`config.mk`:
```
export PLATFORM = sky130hd
export DESIGN_NAME = vid_io_router
export DESIGN_NICKNAME = d
export VERILOG_FILES = /design/src/rtl/vid_io_pkg.sv /design/src/rtl/vio_decode.sv /design/src/rtl/vio_index_reg.sv /design/src/rtl/vio_retrace.sv /design/src/rtl/vio_irq.sv /design/src/rtl/vid_io_router.sv
export SDC_FILE = /design/constraint.sdc
export NUM_CORES = 1
export LEC_CHECK = 0
export ABC_CLOCK_PERIOD_IN_PS = 1800
export BUFFER_PORTS_ARGS = -buffer_cell sky130_fd_sc_hd__buf_2
export CAP_MARGIN = 20
export CORE_MARGIN = 10
export CORE_UTILIZATION = 42
export DETAILED_ROUTE_END_ITERATION = 10
export PLACE_DENSITY = 0.76
export SLEW_MARGIN = 20
export SYNTH_ARGS = -nofsm -noshare
export SYNTH_HDL_FRONTEND = slang
export SYNTH_SLANG_ARGS = --single-unit
```
`constraint.sdc`:
```
create_clock -name clk_i -period 1.8 [get_ports clk_i]
set_clock_uncertainty 0.1 [all_clocks]
set_input_delay 0.27 -clock clk_i [delete_from_list [all_inputs] [get_ports clk_i]]
set_output_delay 0.27 -clock clk_i [all_outputs]
set_load 0.05 [all_outputs]
```
`src/rtl/vid_io_pkg.sv`:
```
package vid_io_pkg;
  localparam int ADDR_W = 10;

  typedef enum logic [2:0] {
    RT_NONE  = 3'd0,
    RT_MONO  = 3'd1,
    RT_COLOR = 3'd2,
    RT_VGA   = 3'd3,
    RT_LOCAL = 3'd4
  } route_e;

  localparam logic [ADDR_W-1:0] MONO_IDX_A  = 10'h1FF;
  localparam logic [ADDR_W-1:0] MONO_DAT_A  = 10'h2A1;
  localparam logic [ADDR_W-1:0] MONO_MODE_A = 10'h2FF;
  localparam logic [ADDR_W-1:0] COL_IDX_A   = 10'h21F;
  localparam logic [ADDR_W-1:0] COL_DAT_A   = 10'h2C1;
  localparam logic [ADDR_W-1:0] COL_MODE_A  = 10'h23F;
  localparam logic [ADDR_W-1:0] COL_PAL_A   = 10'h25F;
  localparam logic [ADDR_W-1:0] COL_EXT_A   = 10'h29F;
  localparam logic [ADDR_W-1:0] DUMMY_A     = 10'h01F;

  localparam logic [11:0] PG_MONO  = 12'h03B;
  localparam logic [11:0] PG_VGA   = 12'h03C;
  localparam logic [11:0] PG_COLOR = 12'h03D;
endpackage

```
`src/rtl/vio_decode.sv`:
```
module vio_decode
  import vid_io_pkg::*;
#(
  parameter int PORT_W = 16,
  parameter int IDX_W  = 4
) (
  input  logic              valid_i,
  input  logic              write_i,
  input  logic [PORT_W-1:0] port_i,
  input  logic              mda_en_i,
  input  logic              cga_en_i,
  input  logic              vga_present_i,
  input  logic              sel_color_i,
  input  logic [IDX_W-1:0]  mono_idx_i,
  input  logic [IDX_W-1:0]  color_idx_i,
  output route_e            route_o,
  output logic [ADDR_W-1:0] addr_o,
  output logic              mono_idx_we_o,
  output logic              color_idx_we_o,
  output logic              sel_we_o,
  output logic              status_rd_o,
  output logic              irq_mono_req_o,
  output logic              irq_color_req_o
);
  localparam int PG_W = PORT_W - 4;

  logic [3:0] lo;
  logic       pg_mono, pg_color, pg_vga;
  logic       crtc_or_stat;
  logic [ADDR_W-1:0] mono_off, color_off;

  assign lo       = port_i[3:0];
  assign pg_mono  = (port_i[PORT_W-1:4] == PG_W'(PG_MONO));
  assign pg_color = (port_i[PORT_W-1:4] == PG_W'(PG_COLOR));
  assign pg_vga   = (port_i[PORT_W-1:4] == PG_W'(PG_VGA));
  assign crtc_or_stat = !lo[3] || (lo == 4'hA);
  assign mono_off  = ADDR_W'({mono_idx_i, 1'b0});
  assign color_off = ADDR_W'({color_idx_i, 1'b0});

  // range-based request, independent of the chosen route
  assign irq_mono_req_o  = valid_i && write_i && pg_mono  && (lo != 4'hF) && mda_en_i;
  assign irq_color_req_o = valid_i && write_i && pg_color && (lo != 4'hF) && cga_en_i;

  always_comb begin
    route_o        = RT_NONE;
    addr_o         = '0;
    mono_idx_we_o  = 1'b0;
    color_idx_we_o = 1'b0;
    sel_we_o       = 1'b0;
    status_rd_o    = 1'b0;
    if (valid_i) begin
      if (pg_vga || (pg_mono && lo == 4'h9)) begin
        if (vga_present_i) route_o = RT_VGA;
        sel_we_o = write_i && pg_vga && (lo == 4'h2);
      end else if (pg_mono) begin
        if (mda_en_i) begin
          route_o = RT_MONO;
          if (!lo[3]) begin
            if (!lo[0]) begin
              addr_o        = MONO_IDX_A;
              mono_idx_we_o = write_i;
            end else begin
              addr_o = MONO_DAT_A + mono_off;
            end
          end else if (lo == 4'h8) begin
            addr_o = MONO_MODE_A;
          end else if (lo == 4'hA && !write_i) begin
            route_o     = RT_LOCAL;
            status_rd_o = 1'b1;
          end else begin
            addr_o = DUMMY_A;
          end
        end else if (crtc_or_stat && vga_present_i && !sel_color_i) begin
          route_o = RT_VGA;
        end
      end else if (pg_color) begin
        if (cga_en_i) begin
          route_o = RT_COLOR;
          if (!lo[3]) begin
            if (!lo[0]) begin
              addr_o         = COL_IDX_A;
              color_idx_we_o = write_i;
            end else begin
              addr_o = COL_DAT_A + color_off;
            end
          end else begin
            case (lo)
              4'h8: addr_o = COL_MODE_A;
              4'h9: addr_o = COL_PAL_A;
              4'hA: begin
                if (write_i) addr_o = DUMMY_A;
                else begin
                  route_o     = RT_LOCAL;
                  status_rd_o = 1'b1;
                end
              end
              4'hD: addr_o = COL_EXT_A;
              4'hE, 4'hF: addr_o = DUMMY_A;
              default: route_o = RT_NONE;
            endcase
          end
        end else if (crtc_or_stat && vga_present_i && sel_color_i) begin
          route_o = RT_VGA;
        end
      end
    end
  end
endmodule

```
`src/rtl/vio_index_reg.sv`:
```
module vio_index_reg #(
  parameter int IDX_W = 4
) (
  input  logic             clk_i,
  input  logic             rst_ni,
  input  logic             we_i,
  input  logic [IDX_W-1:0] d_i,
  output logic [IDX_W-1:0] q_o
);
  always_ff @(posedge clk_i or negedge rst_ni) begin
    if (!rst_ni)   q_o <= '0;
    else if (we_i) q_o <= d_i;
  end
endmodule

```
`src/rtl/vio_retrace.sv`:
```
module vio_retrace #(
  parameter int LINE_W        = 10,
  parameter int LINE_CYCLES   = 64,
  parameter int RETRACE_LINES = 20
) (
  input  logic              clk_i,
  input  logic              rst_ni,
  input  logic              rd_i,
  input  logic [LINE_W-1:0] line_i,
  output logic [7:0]        stat_o
);
  localparam int HALF  = LINE_CYCLES / 2;
  localparam int CNT_W = $clog2(LINE_CYCLES) + 1;

  logic [CNT_W-1:0] cnt_q;
  logic             in_vb, late;

  // saturates just past the threshold
  always_ff @(posedge clk_i or negedge rst_ni) begin
    if (!rst_ni)                      cnt_q <= '0;
    else if (rd_i)                    cnt_q <= '0;
    else if (cnt_q <= CNT_W'(HALF))   cnt_q <= cnt_q + 1'b1;
  end

  assign in_vb  = (line_i < LINE_W'(RETRACE_LINES));
  assign late   = (cnt_q > CNT_W'(HALF));
  assign stat_o = {4'b0000, in_vb, 2'b00, in_vb | late};
endmodule

```
`src/rtl/vio_irq.sv`:
```
module vio_irq (
  input  logic clk_i,
  input  logic rst_ni,
  input  logic mono_req_i,
  input  logic color_req_i,
  output logic irq_mono_o,
  output logic irq_color_o
);
  always_ff @(posedge clk_i or negedge rst_ni) begin
    if (!rst_ni) begin
      irq_mono_o  <= 1'b0;
      irq_color_o <= 1'b0;
    end else begin
      irq_mono_o  <= mono_req_i;
      irq_color_o <= color_req_i;
    end
  end
endmodule

```
`src/rtl/vid_io_router.sv`:
```
module vid_io_router
  import vid_io_pkg::*;
#(
  parameter int PORT_W        = 16,
  parameter int LINE_W        = 10,
  parameter int LINE_CYCLES   = 64,
  parameter int RETRACE_LINES = 20
) (
  input  logic              clk_i,
  input  logic              rst_ni,
  input  logic              acc_valid_i,
  input  logic              acc_write_i,
  input  logic [PORT_W-1:0] acc_port_i,
  input  logic [7:0]        acc_wdata_i,
  input  logic              mda_emu_en_i,
  input  logic              cga_emu_en_i,
  input  logic              vga_present_i,
  input  logic [LINE_W-1:0] line_i,
  output logic [2:0]        route_o,
  output logic [9:0]        tgt_addr_o,
  output logic [7:0]        rdata_o,
  output logic              irq_mono_o,
  output logic              irq_color_o
);
  localparam int IDX_W = 4;
  localparam int N_ADP = 2;

  route_e                        route;
  logic [ADDR_W-1:0]             addr;
  logic [N_ADP-1:0]              idx_we;
  logic [N_ADP-1:0][IDX_W-1:0]   idx_q;
  logic                          sel_we, sel_q, stat_rd;
  logic                          irq_m_req, irq_c_req;
  logic [7:0]                    stat;
  logic                          unused_wdata;

  assign unused_wdata = ^acc_wdata_i[7:IDX_W];

  vio_decode #(.PORT_W(PORT_W), .IDX_W(IDX_W)) dec_i (
    .valid_i        (acc_valid_i),
    .write_i        (acc_write_i),
    .port_i         (acc_port_i),
    .mda_en_i       (mda_emu_en_i),
    .cga_en_i       (cga_emu_en_i),
    .vga_present_i  (vga_present_i),
    .sel_color_i    (sel_q),
    .mono_idx_i     (idx_q[0]),
    .color_idx_i    (idx_q[1]),
    .route_o        (route),
    .addr_o         (addr),
    .mono_idx_we_o  (idx_we[0]),
    .color_idx_we_o (idx_we[1]),
    .sel_we_o       (sel_we),
    .status_rd_o    (stat_rd),
    .irq_mono_req_o (irq_m_req),
    .irq_color_req_o(irq_c_req)
  );

  // index 0 = mono adapter, index 1 = color adapter
  for (genvar a = 0; a < N_ADP; a++) begin : g_idx
    vio_index_reg #(.IDX_W(IDX_W)) idx_i (
      .clk_i (clk_i),
      .rst_ni(rst_ni),
      .we_i  (idx_we[a]),
      .d_i   (acc_wdata_i[IDX_W-1:0]),
      .q_o   (idx_q[a])
    );
  end

  always_ff @(posedge clk_i or negedge rst_ni) begin
    if (!rst_ni)     sel_q <= 1'b0;
    else if (sel_we) sel_q <= acc_wdata_i[0];
  end

  vio_retrace #(
    .LINE_W(LINE_W), .LINE_CYCLES(LINE_CYCLES), .RETRACE_LINES(RETRACE_LINES)
  ) rtr_i (
    .clk_i (clk_i),
    .rst_ni(rst_ni),
    .rd_i  (stat_rd),
    .line_i(line_i),
    .stat_o(stat)
  );

  vio_irq irq_i (
    .clk_i      (clk_i),
    .rst_ni     (rst_ni),
    .mono_req_i (irq_m_req),
    .color_req_i(irq_c_req),
    .irq_mono_o (irq_mono_o),
    .irq_color_o(irq_color_o)
  );

  assign route_o    = route;
  assign tgt_addr_o = addr;
  assign rdata_o    = (route == RT_LOCAL) ? stat : 8'hFF;
endmodule

```
---- Yosys cells after proc, flatten, opt, wreduce, memory -nomap -nowiden ----
Cells that the tools add are included.
operators by class
  add/subtract/negate cells ............... 3
  bitwise logic cells ..................... 1
  equal/unequal tests ..................... 12
  muxes and demuxes ....................... 57
  order comparisons ....................... 3
  reduce and logical (&&, ||, !) cells .... 22
operator list
  cell                                                   number
  2-to-1 mux 10 bit                                      11
  one-hot mux 10 bit (5 select lines)                    1
  equality test 12 x 6 -> 1 bit (second input constant)  3
  2-to-1 mux 3 bit                                       11
  2-to-1 mux 1 bit                                       25
  equality test 4 bit (second input constant)            6
  adder 10 x 5 -> 10 bit (first input constant)          2
  logical AND 1 bit                                      14
  2-to-1 mux 7 bit                                       2
  < comparator 10 x 5 -> 1 bit (second input constant)   1
  2-to-1 mux 5 bit                                       2
  2-to-1 mux 8 bit                                       1
  adder 7 x 1 -> 7 bit (second input constant)           1
  > comparator 7 x 6 -> 1 bit (second input constant)    1
  <= comparator 7 x 6 -> 1 bit (second input constant)   1
  2-to-1 mux 2 bit                                       3
  one-hot mux 3 bit (2 select lines)                     1
  OR reduction 5 bit                                     1
  equality test 4 x 2 -> 1 bit (second input constant)   1
  != test 4 bit (second input constant)                  1
  equality test 3 bit (second input constant)            1
  zero test 1 bit                                        3
  logical OR 1 bit                                       2
  nonzero test 2 bit                                     1
  2 further kinds                                        2
word-level totals
  output and inout port bits .............. 23
  input port bits ......................... 41
  flip-flop bits (word level) ............. 18
  word-level logic and storage cells ...... 104

---- Logic depth before layout (Yosys ltp) ----
  word-level depth ........................ 12
  depth in mapped cells ................... 8
  gate-level depth less buffers ........... 7

---- Cells and area by module ----
From an unflattened synthesis, not the netlist that was laid out.
unflattened totals
  cells, all modules ...................... 170
  area, all modules ....................... 1534.0 um^2
by module, submodules not included
  module         instances  sequential area each (um^2)  cells each  area each (um^2)
  vio_decode     1          0.0                          86          563.0
  vio_retrace    1          175.2                        56          514.2
  vio_index_reg  2          100.1                        8           145.1
  vid_io_router  1          25.0                         10          116.4
  vio_irq        1          50.0                         2           50.0

---- Worst setup path before layout ----
OpenSTA, ideal clock, no wires.
  path kind ............................... input-to-output
  start point ............................. in acc_port_i[6]
  end point ............................... out tgt_addr_o[8]
  data required time ...................... 1.430 ns
  path buffers ............................ 1
  cell stages on the path ................. 6
  setup slack ............................. -1.131 ns
  arrival time ............................ 2.561 ns
  cell sequence ........................... and3b_1 -> nand4_1 -> buf_1 -> inv_1 -> nand2_1 -> nor4_1
on the way
  word-level cells in the longest chain between the ends .. 5
  elaborated cells on any way between the ends .. 9
  classes of those cells .................. eq/ne (3); mux (4); reduce/logical (2)
ends and longest elaborated chain
  what                                                    line                                text
  start: declaration                                      vid_io_router.sv:13                 input logic [PORT_W-1:0] acc_port_i,
  equality test 12 x 6 -> 1 bit (on tied branches)        vio_decode.sv:34, vio_decode.sv:33
  2-to-1 mux 10 bit or logical AND 1 bit (tied branches)  vio_decode.sv:76, vio_decode.sv:52
  2-to-1 mux 10 bit or logical OR 1 bit (tied branches)   vio_decode.sv:55, vio_decode.sv:52
  2-to-1 mux 10 bit (*)                                   vio_decode.sv:52                    if (pg_vga || (pg_mono && lo == 4'h9)) begin
  2-to-1 mux 10 bit (*)                                   vio_decode.sv:51                    if (valid_i) begin
  end: declaration                                        vid_io_router.sv:20                 output logic [9:0] tgt_addr_o,
Mark *: on every way between the ends. The rest lies on a longest branch, timed or not.

---- Final worst setup path ----
  start point ............................. in acc_port_i[4]
  end point ............................... out rdata_o[0]
on the way
  word-level cells in the longest chain between the ends .. 7
  elaborated cells on any way between the ends .. 11
  classes of those cells .................. eq/ne (4); mux (5); reduce/logical (2)
ends and longest elaborated chain
  what                                                   line                                text
  equality test 12 x 6 -> 1 bit (on tied branches)       vio_decode.sv:34, vio_decode.sv:33
  2-to-1 mux 3 bit or logical AND 1 bit (tied branches)  vio_decode.sv:76, vio_decode.sv:52
  2-to-1 mux 3 bit or logical OR 1 bit (tied branches)   vio_decode.sv:55, vio_decode.sv:52
  2-to-1 mux 3 bit (*)                                   vio_decode.sv:52
  2-to-1 mux 3 bit (*)                                   vio_decode.sv:51
  equality test 3 bit (*)                                vid_io_router.sv:96                 assign rdata_o = (route == RT_LOCAL) ? stat : 8'hFF;
  2-to-1 mux 8 bit (*)                                   vid_io_router.sv:96
  end: declaration                                       vid_io_router.sv:21                 output logic [7:0] rdata_o,
Marked as above.

==> out/qor.csv <==
metric;value;unit
dp_hpwl;3960;microns
synthDistinctLibCells;46;
vias;2317;
path_class;input pin to primary output;
seqPwrFrac;40.7;%
final_area;2970;sq um
cts_tree;built;
cts_inserted_buffers;3;
grt-ovfl-total;0;
grt_start_max_net_pins;19;
wl_per_cell;36.7;microns
hold_path.class;input pin to flip-flop;
cap_violations;0;
synth_mux_area_share;10.2;%
fin_crit_sh;136;%
routed_wl;11800;microns
drc;0;
slew_headroom;70.2;%
met3_length;1720;microns
drt_pass1_iterations;7;
instances_no_fill;322;
fmax;408;MHz
wl_met1;3720;microns
p_switching;0.000337;W
initial_core_util;44.8;%
async_reset_ff_share;100;%
cp-end-kind;primary output;
worstPathMaxFanout;4;
p_leak;1.33;nW
antenna_found_initial;1;
coreArea;3100;sq um
wl_met2;5150;microns
clock_power_share;28.2;%
syn_nets;198;
drive_gt1_share;73.6;%
routabilityCongestion;0.905;
hold_viol;0;
critPathArrivalTime;2.08;ns
setup_viol;36;
top_layer;met4;
drv_slew;0;
netlist_instances;155;
setup_slack;-0.652;ns
synth-edff-count;0;
yosys_warnings;0;
h-tree-depth;1;
synth.avg_cell_area;8.98;sq um
crit_required;1.43;ns
numPortBuffers;57;
drtAntennaViolNets;0;
area_growth;113;%
r2r-start;rtr_i.cnt_q[1]$_DFFE_PN0P_;
total_power;0.000999;W
swShare;33.7;%
p_int;0.000662;W
rows;20;
synth_compound_area_share;16.7;%
synthSimpleGateAreaFrac;29.5;%
grt_pass1_wl;10400;microns
p_comb_share;31.1;%
die_h;77.6;microns
clk_latency;0.34;ns
pin_count;64;
worst_pin_slew;0.443;ns
synth_top_flop_cell;dfrtp_1;
cts.sinks;18;
cts_root_buf;clkbuf_4;
place_inst;290;
critPathLaunch;acc_port_i[4];
hold_path_startpoint;acc_wdata_i[3];
violations;setup timing;
rsz0062_at_grt;true;
cts_buffer_depth;2;
grt_usage;20.9;%
status;finished, violations left;
path_clk_slew;0.11;ns
setup_tns;-14.59;ns
synth_xor_area_share;2.52;%
grt_pass1_vias;1879;
startpoint_type;input pin;
placed_area;2200;sq um
powerDensity;336;nW/um^2
synthAdderAreaFrac;1.80;%
fin_nets;320;
yosysSeqAreaShare;32.4;%
vdd_drop_max;0.000505;V
drt_iter0_markers;511;
die_area;6010;sq um
finalHoldWorstSlack;0.0920;ns
synth_area;1390;sq um
die_w;77.6;microns
synth_seq_cells;18;
viasPerCell;7.20;
synth_top_family_by_area;simple AND/OR/NAND/NOR gates;
min_period;2.45;ns
[metrics by stage]
step	setup slack [ns]	utilization, %
2_1_floorplan	-0.546	-
3_3_place_gp	-0.359	71.0
3_5_place_dp	-0.380	71.0
4_1_cts	-0.422	88.6
5_1_grt	-0.645	95.7
6_report	-0.652	95.7
[cells by family (layout without fill, tap and decap cells)]
group,count (synthesis),after routing
and+or+nand+nor,65,65
AOI/OAI and AO/OA,34,34
muxes,13,13
adders and majority gates,2,2
xor gates and xnor gates,4,4
DFF,18,18
buffers and inverters,19,140
other,0,2
[timing repair]
action                                  in CTS  in global routing
gates resized for setup                    108                 37
setup buffers                               16                 15
hold endpoints to repair                    18                  0
endpoints found under the setup margin      31                 35
pin swaps                                   22                 21
hold buffers                                 1                  0
[routing by layer]
| layer | up-vias | global-route usage, % |
|---|---|---|
| li1 | 800 | - |
| met1 | 1061 | 23.0 |
| met2 | 329 | 39.2 |
| met3 | 127 | 5.07 |
| met4 | 0 | 4.56 |
| met5 | - | 0 |
[worst max-delay path: stages]
cell and delay [ns]:
buf_6 0.11, and3b_2 0.27, a21oi_4 0.30, nand3_4 0.16, nor4_4 0.29, buf_6 0.19, buf_4 0.13, o211ai_1 0.14
buf_4 0.23
[state kept, by name, summed over array words and instances (netlist names)]
name,count
rtr_i.cnt_q,7
irq_i.irq_color_o,1
irq_i.irq_mono_o,1
sel_q,1
g_idx.idx_i.q_o,8
[layout make-up]
| type | instances | area, sq um |
|---|---|---|
| clock buffer | 4 | 36.3 |
| tap | 44 | 55.1 |
| inverter | 8 | 33.8 |
| sequential | 18 | 450 |
| fill | 70 | 133 |
| antenna | 2 | 5.00 |
| multi-input combinational | 118 | 1250 |
| timing repair buffer | 128 | 1140 |
[power groups by stage]
stage / sequential (W) / combinational, W / clock [W]
finish: 0.000406 / 0.000311 / 0.000282
global route: 0.000406 / 0.000313 / 0.000300
CTS: 0.000406 / 0.000237 / 0.000251
detailed placement: 0.000413 / 0.000184 / 0
global placement: 0.000413 / 0.000177 / 0
floorplan: 0.000414 / 0.0000738 / 0
[synthesized netlist by cell type (2+ instances only)]
master / number / area (sq um)
a21oi_1: 13 / 65.1
a21oi_4: 2 / 32.5
a31oi_1: 2 / 12.5
and3b_1: 3 / 26.3
buf_2: 2 / 10.0
buf_4: 6 / 45.0
clkbuf_1: 2 / 7.51
dfrtp_1: 18 / 450
ha_1: 2 / 25.0
inv_1: 8 / 30.0
mux2_2: 9 / 101
mux2i_1: 4 / 40.0
nand2_1: 12 / 45.0
nand2b_1: 2 / 12.5
nand3_1: 6 / 30.0
nand4_1: 5 / 31.3
nor2_1: 16 / 60.1
nor2b_1: 4 / 25.0
nor3b_1: 2 / 15.0
nor4_1: 2 / 12.5
o21ai_0: 6 / 30.0
o31ai_1: 3 / 22.5
xnor2_1: 2 / 17.5
xor2_1: 2 / 17.5
[worst paths after layout]
kind	slack, ns	cells past startpoint	to
min in group asynchronous	0.32	2	g_idx[0].idx_i.q_o[0]$_DFFE_PN0P_
setup / recovery	-0.65	9	rdata_o[0]
hold reg to reg	0.48	1	g_idx[0].idx_i.q_o[2]$_DFFE_PN0P_
hold / removal	0.09	2	g_idx[1].idx_i.q_o[3]$_DFFE_PN0P_
setup reg to reg	-0.63	10	rtr_i.cnt_q[4]$_DFFE_PN0P_
max in group asynchronous	0.97	2	rtr_i.cnt_q[0]$_DFFE_PN0P_
[cell usage in the layout (no fill, tap or decap), drive strengths merged, types with 2 or more instances in the layout]
master  instances
clkbuf          4
nor3b           2
nor2b           4
xnor2           2
mux2i           4
o21ai           7
nand4           5
a21oi          15
mux2            9
nand2          12
diode           2
nor2           16
nand2b          2
inv             7
buf           127
nor3            2
dfrtp          18
nor4            4
a31oi           2
o31ai           3
nand3           6
ha              2
xor2            2
and3b           3
No activity file was read; power rests on OpenSTA's default activity.
